## src/rtl/cur_pred_pkg.sv

```systemverilog
package cur_pred_pkg;

   localparam int unsigned MAX_DEPTH = 4;
   localparam int unsigned MAX_SUM_W = 62;

   // Clamp a wide signed value to the signed range of a w-bit word.
   function automatic longint clamp_to(input longint x, input int unsigned w);
      longint hi;
      longint lo;
      hi = (longint'(1) <<< (w - 1)) - 1;
      lo = -hi - 1;
      if (x > hi)      return hi;
      else if (x < lo) return lo;
      else             return x;
   endfunction

endpackage

```

## src/rtl/cur_pred_model.sv

```systemverilog
module cur_pred_model
   import cur_pred_pkg::*;
#(
   parameter int unsigned DW = 16,
   parameter int unsigned CW = 16
) (
   input  logic                 clk,
   input  logic                 rst,
   input  logic                 upd,
   input  logic                 cfg_ld,
   input  logic signed [CW-1:0] cfg_a,
   input  logic signed [CW-1:0] cfg_b,
   input  logic signed [DW-1:0] v_cmd,
   output logic signed [DW-1:0] m_now
);
   localparam int unsigned FRAC = CW - 1;

   logic signed [CW-1:0] coef_a_q;
   logic signed [CW-1:0] coef_b_q;
   logic signed [DW-1:0] m_q;
   logic signed [DW-1:0] m_d;
   longint               acc;

   always_comb begin
      acc = longint'(coef_a_q) * longint'(m_q) + longint'(coef_b_q) * longint'(v_cmd);
      m_d = DW'(clamp_to(acc >>> FRAC, DW));
   end

   always_ff @(posedge clk) begin
      if (rst) begin
         coef_a_q <= '0;
         coef_b_q <= '0;
      end else if (cfg_ld) begin
         coef_a_q <= cfg_a;
         coef_b_q <= cfg_b;
      end
   end

   always_ff @(posedge clk) begin
      if (rst)      m_q <= '0;
      else if (upd) m_q <= m_d;
   end

   assign m_now = m_q;

   AST_COEF_CAPTURE: assert property (@(posedge clk) disable iff (rst)
      cfg_ld |=> (coef_a_q == $past(cfg_a) && coef_b_q == $past(cfg_b)));
   AST_STATE_HOLD: assert property (@(posedge clk) disable iff (rst)
      !upd |=> $stable(m_q));
   AST_ZERO_REST: assert property (@(posedge clk) disable iff (rst)
      (upd && m_q == '0 && v_cmd == '0) |=> (m_q == '0));

endmodule

```

## src/rtl/cur_pred_history.sv

```systemverilog
module cur_pred_history #(
   parameter int unsigned DW    = 16,
   parameter int unsigned DEPTH = 1
) (
   input  logic                 clk,
   input  logic                 rst,
   input  logic                 upd,
   input  logic signed [DW-1:0] din,
   output logic signed [DW-1:0] dout
);
   generate
      if (DEPTH == 1) begin : g_single
         logic signed [DW-1:0] tap_q;
         always_ff @(posedge clk) begin
            if (rst)      tap_q <= '0;
            else if (upd) tap_q <= din;
         end
         assign dout = tap_q;
         AST_TAP_LOAD: assert property (@(posedge clk) disable iff (rst)
            upd |=> (tap_q == $past(din)));
      end else begin : g_chain
         logic signed [DW-1:0] taps [DEPTH];
         always_ff @(posedge clk) begin
            if (rst) begin
               for (int i = 0; i < DEPTH; i++) taps[i] <= '0;
            end else if (upd) begin
               taps[0] <= din;
               for (int i = 1; i < DEPTH; i++) taps[i] <= taps[i-1];
            end
         end
         assign dout = taps[DEPTH-1];
         for (genvar j = 1; j < DEPTH; j++) begin : g_chk
            AST_TAP_SHIFT: assert property (@(posedge clk) disable iff (rst)
               upd |=> (taps[j] == $past(taps[j-1])));
         end
      end
   endgenerate

endmodule

```

## src/rtl/cur_pred_combine.sv

```systemverilog
module cur_pred_combine
   import cur_pred_pkg::*;
#(
   parameter int unsigned DW = 16
) (
   input  logic                 clk,
   input  logic                 rst,
   input  logic                 upd,
   input  logic signed [DW-1:0] i_meas,
   input  logic signed [DW-1:0] m_now,
   input  logic signed [DW-1:0] m_old,
   output logic signed [DW-1:0] i_fb,
   output logic                 fb_vld
);
   longint               sum;
   logic signed [DW-1:0] fb_d;

   always_comb begin
      sum  = longint'(i_meas) + longint'(m_now) - longint'(m_old);
      fb_d = DW'(clamp_to(sum, DW));
   end

   always_ff @(posedge clk) begin
      if (rst) begin
         i_fb   <= '0;
         fb_vld <= 1'b0;
      end else begin
         fb_vld <= upd;
         if (upd) i_fb <= fb_d;
      end
   end

   AST_OUT_HOLD: assert property (@(posedge clk) disable iff (rst)
      !upd |=> $stable(i_fb));
   AST_VLD_RISE: assert property (@(posedge clk) disable iff (rst)
      upd |=> fb_vld);
   AST_VLD_LOW: assert property (@(posedge clk) disable iff (rst)
      !upd |=> !fb_vld);

endmodule

```

## src/rtl/cur_pred_top.sv

```systemverilog
module cur_pred_top
   import cur_pred_pkg::*;
#(
   parameter int unsigned DW    = 16,
   parameter int unsigned CW    = 16,
   parameter int unsigned DEPTH = 1
) (
   input  logic                 clk,
   input  logic                 rst,
   input  logic                 upd,
   input  logic                 cfg_ld,
   input  logic signed [CW-1:0] cfg_a,
   input  logic signed [CW-1:0] cfg_b,
   input  logic signed [DW-1:0] v_cmd,
   input  logic signed [DW-1:0] i_meas,
   output logic signed [DW-1:0] i_fb,
   output logic                 fb_vld
);
   initial begin
      assert (DEPTH >= 1 && DEPTH <= MAX_DEPTH)
         else $error("DEPTH must lie in 1..%0d", MAX_DEPTH);
      assert (DW >= 2 && CW >= 2 && DW + CW <= MAX_SUM_W)
         else $error("DW/CW out of supported range");
   end

   logic signed [DW-1:0] m_now;
   logic signed [DW-1:0] m_old;

   cur_pred_model #(.DW(DW), .CW(CW)) u_model (
      .clk(clk), .rst(rst), .upd(upd), .cfg_ld(cfg_ld),
      .cfg_a(cfg_a), .cfg_b(cfg_b), .v_cmd(v_cmd), .m_now(m_now)
   );

   cur_pred_history #(.DW(DW), .DEPTH(DEPTH)) u_hist (
      .clk(clk), .rst(rst), .upd(upd), .din(m_now), .dout(m_old)
   );

   cur_pred_combine #(.DW(DW)) u_comb (
      .clk(clk), .rst(rst), .upd(upd), .i_meas(i_meas),
      .m_now(m_now), .m_old(m_old), .i_fb(i_fb), .fb_vld(fb_vld)
   );

endmodule

```

## config.mk

```make
export PLATFORM = sky130hd
export DESIGN_NAME = cur_pred_top
export DESIGN_NICKNAME = d
export VERILOG_FILES = /design/src/rtl/cur_pred_pkg.sv /design/src/rtl/cur_pred_model.sv /design/src/rtl/cur_pred_history.sv /design/src/rtl/cur_pred_combine.sv /design/src/rtl/cur_pred_top.sv
export SDC_FILE = /design/constraint.sdc
export NUM_CORES = 2
export LEC_CHECK = 0
export BUFFER_PORTS_ARGS = -buffer_cell sky130_fd_sc_hd__buf_4
export CORE_UTILIZATION = 64
export CTS_BUF_LIST = sky130_fd_sc_hd__clkbuf_2
export CTS_CLUSTER_DIAMETER = 120
export DETAILED_ROUTE_END_ITERATION = 10
export GPL_ROUTABILITY_DRIVEN = 0
export PLACE_DENSITY = 0.82
export SYNTH_ARGS = -nofsm -noshare
export SYNTH_HDL_FRONTEND = slang
export SYNTH_SLANG_ARGS = --single-unit
```

## constraint.sdc

```tcl
create_clock -name clk -period 10.2 [get_ports clk]
set_input_delay 1.02 -clock clk [delete_from_list [all_inputs] [get_ports clk]]
set_output_delay 1.02 -clock clk [all_outputs]
set_load 0.005 [all_outputs]
```

==> results.json <==
{
  "cts.hold.buffers_added": 0,
  "ioPinCount": 85,
  "grt_pass1_wl_mm": 94.9,
  "fin_crit_sh": 0.899,
  "yosysWarnings": 0,
  "status": "finished, final reports clean",
  "start_util": 0.652,
  "fin_nets": 3362,
  "drive_gt1_frac": 0.0489,
  "yosys-top-cells-area": "fa_1 (50%), inv_1 (11%), ha_1 (8.5%)",
  "yosysSeqAreaShare": 0.0676,
  "critPathKind": "reg2reg",
  "area_growth_pct": 3.96,
  "syn_avg_cell_area_um2": 9.46,
  "die_y_um": 196,
  "ant_nets": 0,
  "cp_common_cell": "fa_1",
  "cts_max_path_buffers": 2,
  "first_pass_iters": 6,
  "cts.clk_slew.worst_paths_ps": 300,
  "max-slew-margin-rel": 0.387,
  "syn_nets": 3366,
  "hpwl_mm": 47.6,
  "grt_max_degree": 83,
  "cap_violations": 0,
  "first_global_vias": 18961,
  "drcViolationCount": 0,
  "cts_tree": "done",
  "synth_cell_types": 66,
  "htreeDepth": 3,
  "hold_violations": 0,
  "endpoint_kind": "flip-flop",
  "portBuffers": 84,
  "crit_fanout": 19,
  "ys.flop_type": "dfxtp_1",
  "post_cts_buffers": 0,
  "rsz0062_at_grt": "no",
  "synth-seq-cells": 81,
  "fin_util": 0.678,
  "antenna_found_initial": 1,
  "gr-total-overflow": 0,
  "period_minus_slack_ps": 9170,
  "placementRows": 70,
  "setup_viol": 0,
  "synth_area_um2": 24000,
  "grt_usage": 0.317,
  "syn_inst": 2536,
  "numCtsBuffers": 9,
  "hp-class": "reg2reg",
  "synth_top_area_share": 0.500,
  "die_area_um2": 38300,
  "synth_largest_area_cell": "fa_1",
  "worst_path_max_delay_cell": "dfxtp_1",
  "tightest_slew_ps": 919,
  "vias": 16774,
  "clockRootBuffer": "clkbuf_2",
  "clk_latency_ps": 690,
  "cpPeakStageDelay_ps": 880,
  "cts_resized": 0,
  "setup_tns_ps": 0,
  "drt_iter0_drc": 957,
  "routed_wl_mm": 55.4,
  "synthArstFlopShare": 0,
  "cts.sink_count": 81,
  "slew_viol_final": 0,
  "fin_skew_ps": 47.4,
  "post_drt_via_cell_ratio": 5.58,
  "core_area_um2": 36800,
  "cp_data_arrival_time_ps": 9740,
  "synth_edf_count": 0,
  "setup.worst_path.start_class": "flip-flop",
  "wl_per_cell_um": 18.4,
  "clock.fmax_mhz": 109,
  "critPathRequiredTime_ps": 10770,
  "die_x_um": 196
}
[placed cells by master, fill, tap and decap left out, types with 9 or more instances in the layout]
cell,count
ha_1,163
a21oi_1,30
buf_4,84
dfxtp_1,81
mux2i_1,49
a21o_1,14
xor2_1,14
inv_1,692
nand2_1,237
xnor2_1,32
fa_1,599
a221o_1,15
o21ai_0,13
nor2_1,110
and2_1,254
or3_1,15
clkbuf_2,9
o32ai_2,9
nand2b_1,9
[cells by family after synthesis]
| kind of cell | share of synthesized area |
|---|---|
| fa+ha+maj | 0.585 |
| flops | 0.0676 |
| buf+inv | 0.125 |
| xor+xnor | 0.0168 |
| compound gates | 0.0467 |
| mux | 0.0204 |
| simple gates | 0.139 |
[cells in the mapped netlist (3+ instances only)]
cell type and n:
a211oi_1 6, a21o_1 14, a21oi_1 30, a221o_1 15
a311o_1 3, a31oi_1 3, and2_1 254, and3_1 5
buf_1 11, clkbuf_1 83, dfxtp_1 81, fa_1 599
ha_1 163, inv_1 692, mux2i_1 49, nand2_1 237
nand2b_1 9, nand3_1 8, nand4_1 3, nor2_1 110
nor2b_1 4, o211ai_1 4, o21a_1 5, o21ai_0 13
o21ai_1 7, o21bai_1 6, o32ai_1 6, o32ai_2 9
or2_2 4, or3_1 15, xnor2_1 32, xor2_1 14
[cell type report]
class	instances	area [um^2]
Multi-Input combinational cell	1664	19400
Fill cell	2728	11800
Inverter	692	2600
Sequential cell	81	1620
Timing Repair Buffer	84	631
Tap cell	468	586
Clock inverter	7	95.1
Clock buffer	9	45.0
Antenna cell	1	2.50
[sequential cells by signal, summed over array words and instances (netlist names)]
signal,flops
u_comb.fb_vld,1
u_comb.i_fb,16
u_hist.dout,16
u_model.coef_a_q,16
u_model.coef_b_q,16
u_model.m_now,16
[metrics by stage]
step                      instance area (um^2)  std cells  hold slack, ps  setup slack [ps]
after floorplan                          24000       2536             461              1730
after global placement                   24800       2989             449              1200
after detailed placement                 24800       2989             455               890
after CTS                                25000       3005             479              1050
after global routing                     25000       3006             512               641
final                                    25000       3006             509              1030
[worst max-delay path, delay by kind of cell (launching register included)]
kind            cells  cell delay (ps)
fa+ha+maj           9             4720
compound gates      9             2520
flops               1              880
buf+inv             5              540
simple gates        1              210
xor+xnor            1              190
[path summary, 6_finish.rpt]
kind / start / slack (ps) / end / cells after the start
setup / recovery: u_model.m_now[2] / 1030 / u_model.m_now[14] / 25
hold / removal: u_comb.i_fb[9] / 510 / u_comb.i_fb[9] / 1
setup reg to reg: u_model.m_now[2] / 1030 / u_model.m_now[14] / 25
hold reg to reg: u_comb.i_fb[9] / 510 / u_comb.i_fb[9] / 1
[routing by layer]
layer  share of wire  track usage
met1            0.39        0.400
met2            0.51        0.558
met3           0.066       0.0505
met4           0.034        0.109
met5               0            0
Power is left out: the tool's default activity adds up to more than one toggle a clock period on the data nets, which glitch-free logic cannot reach.
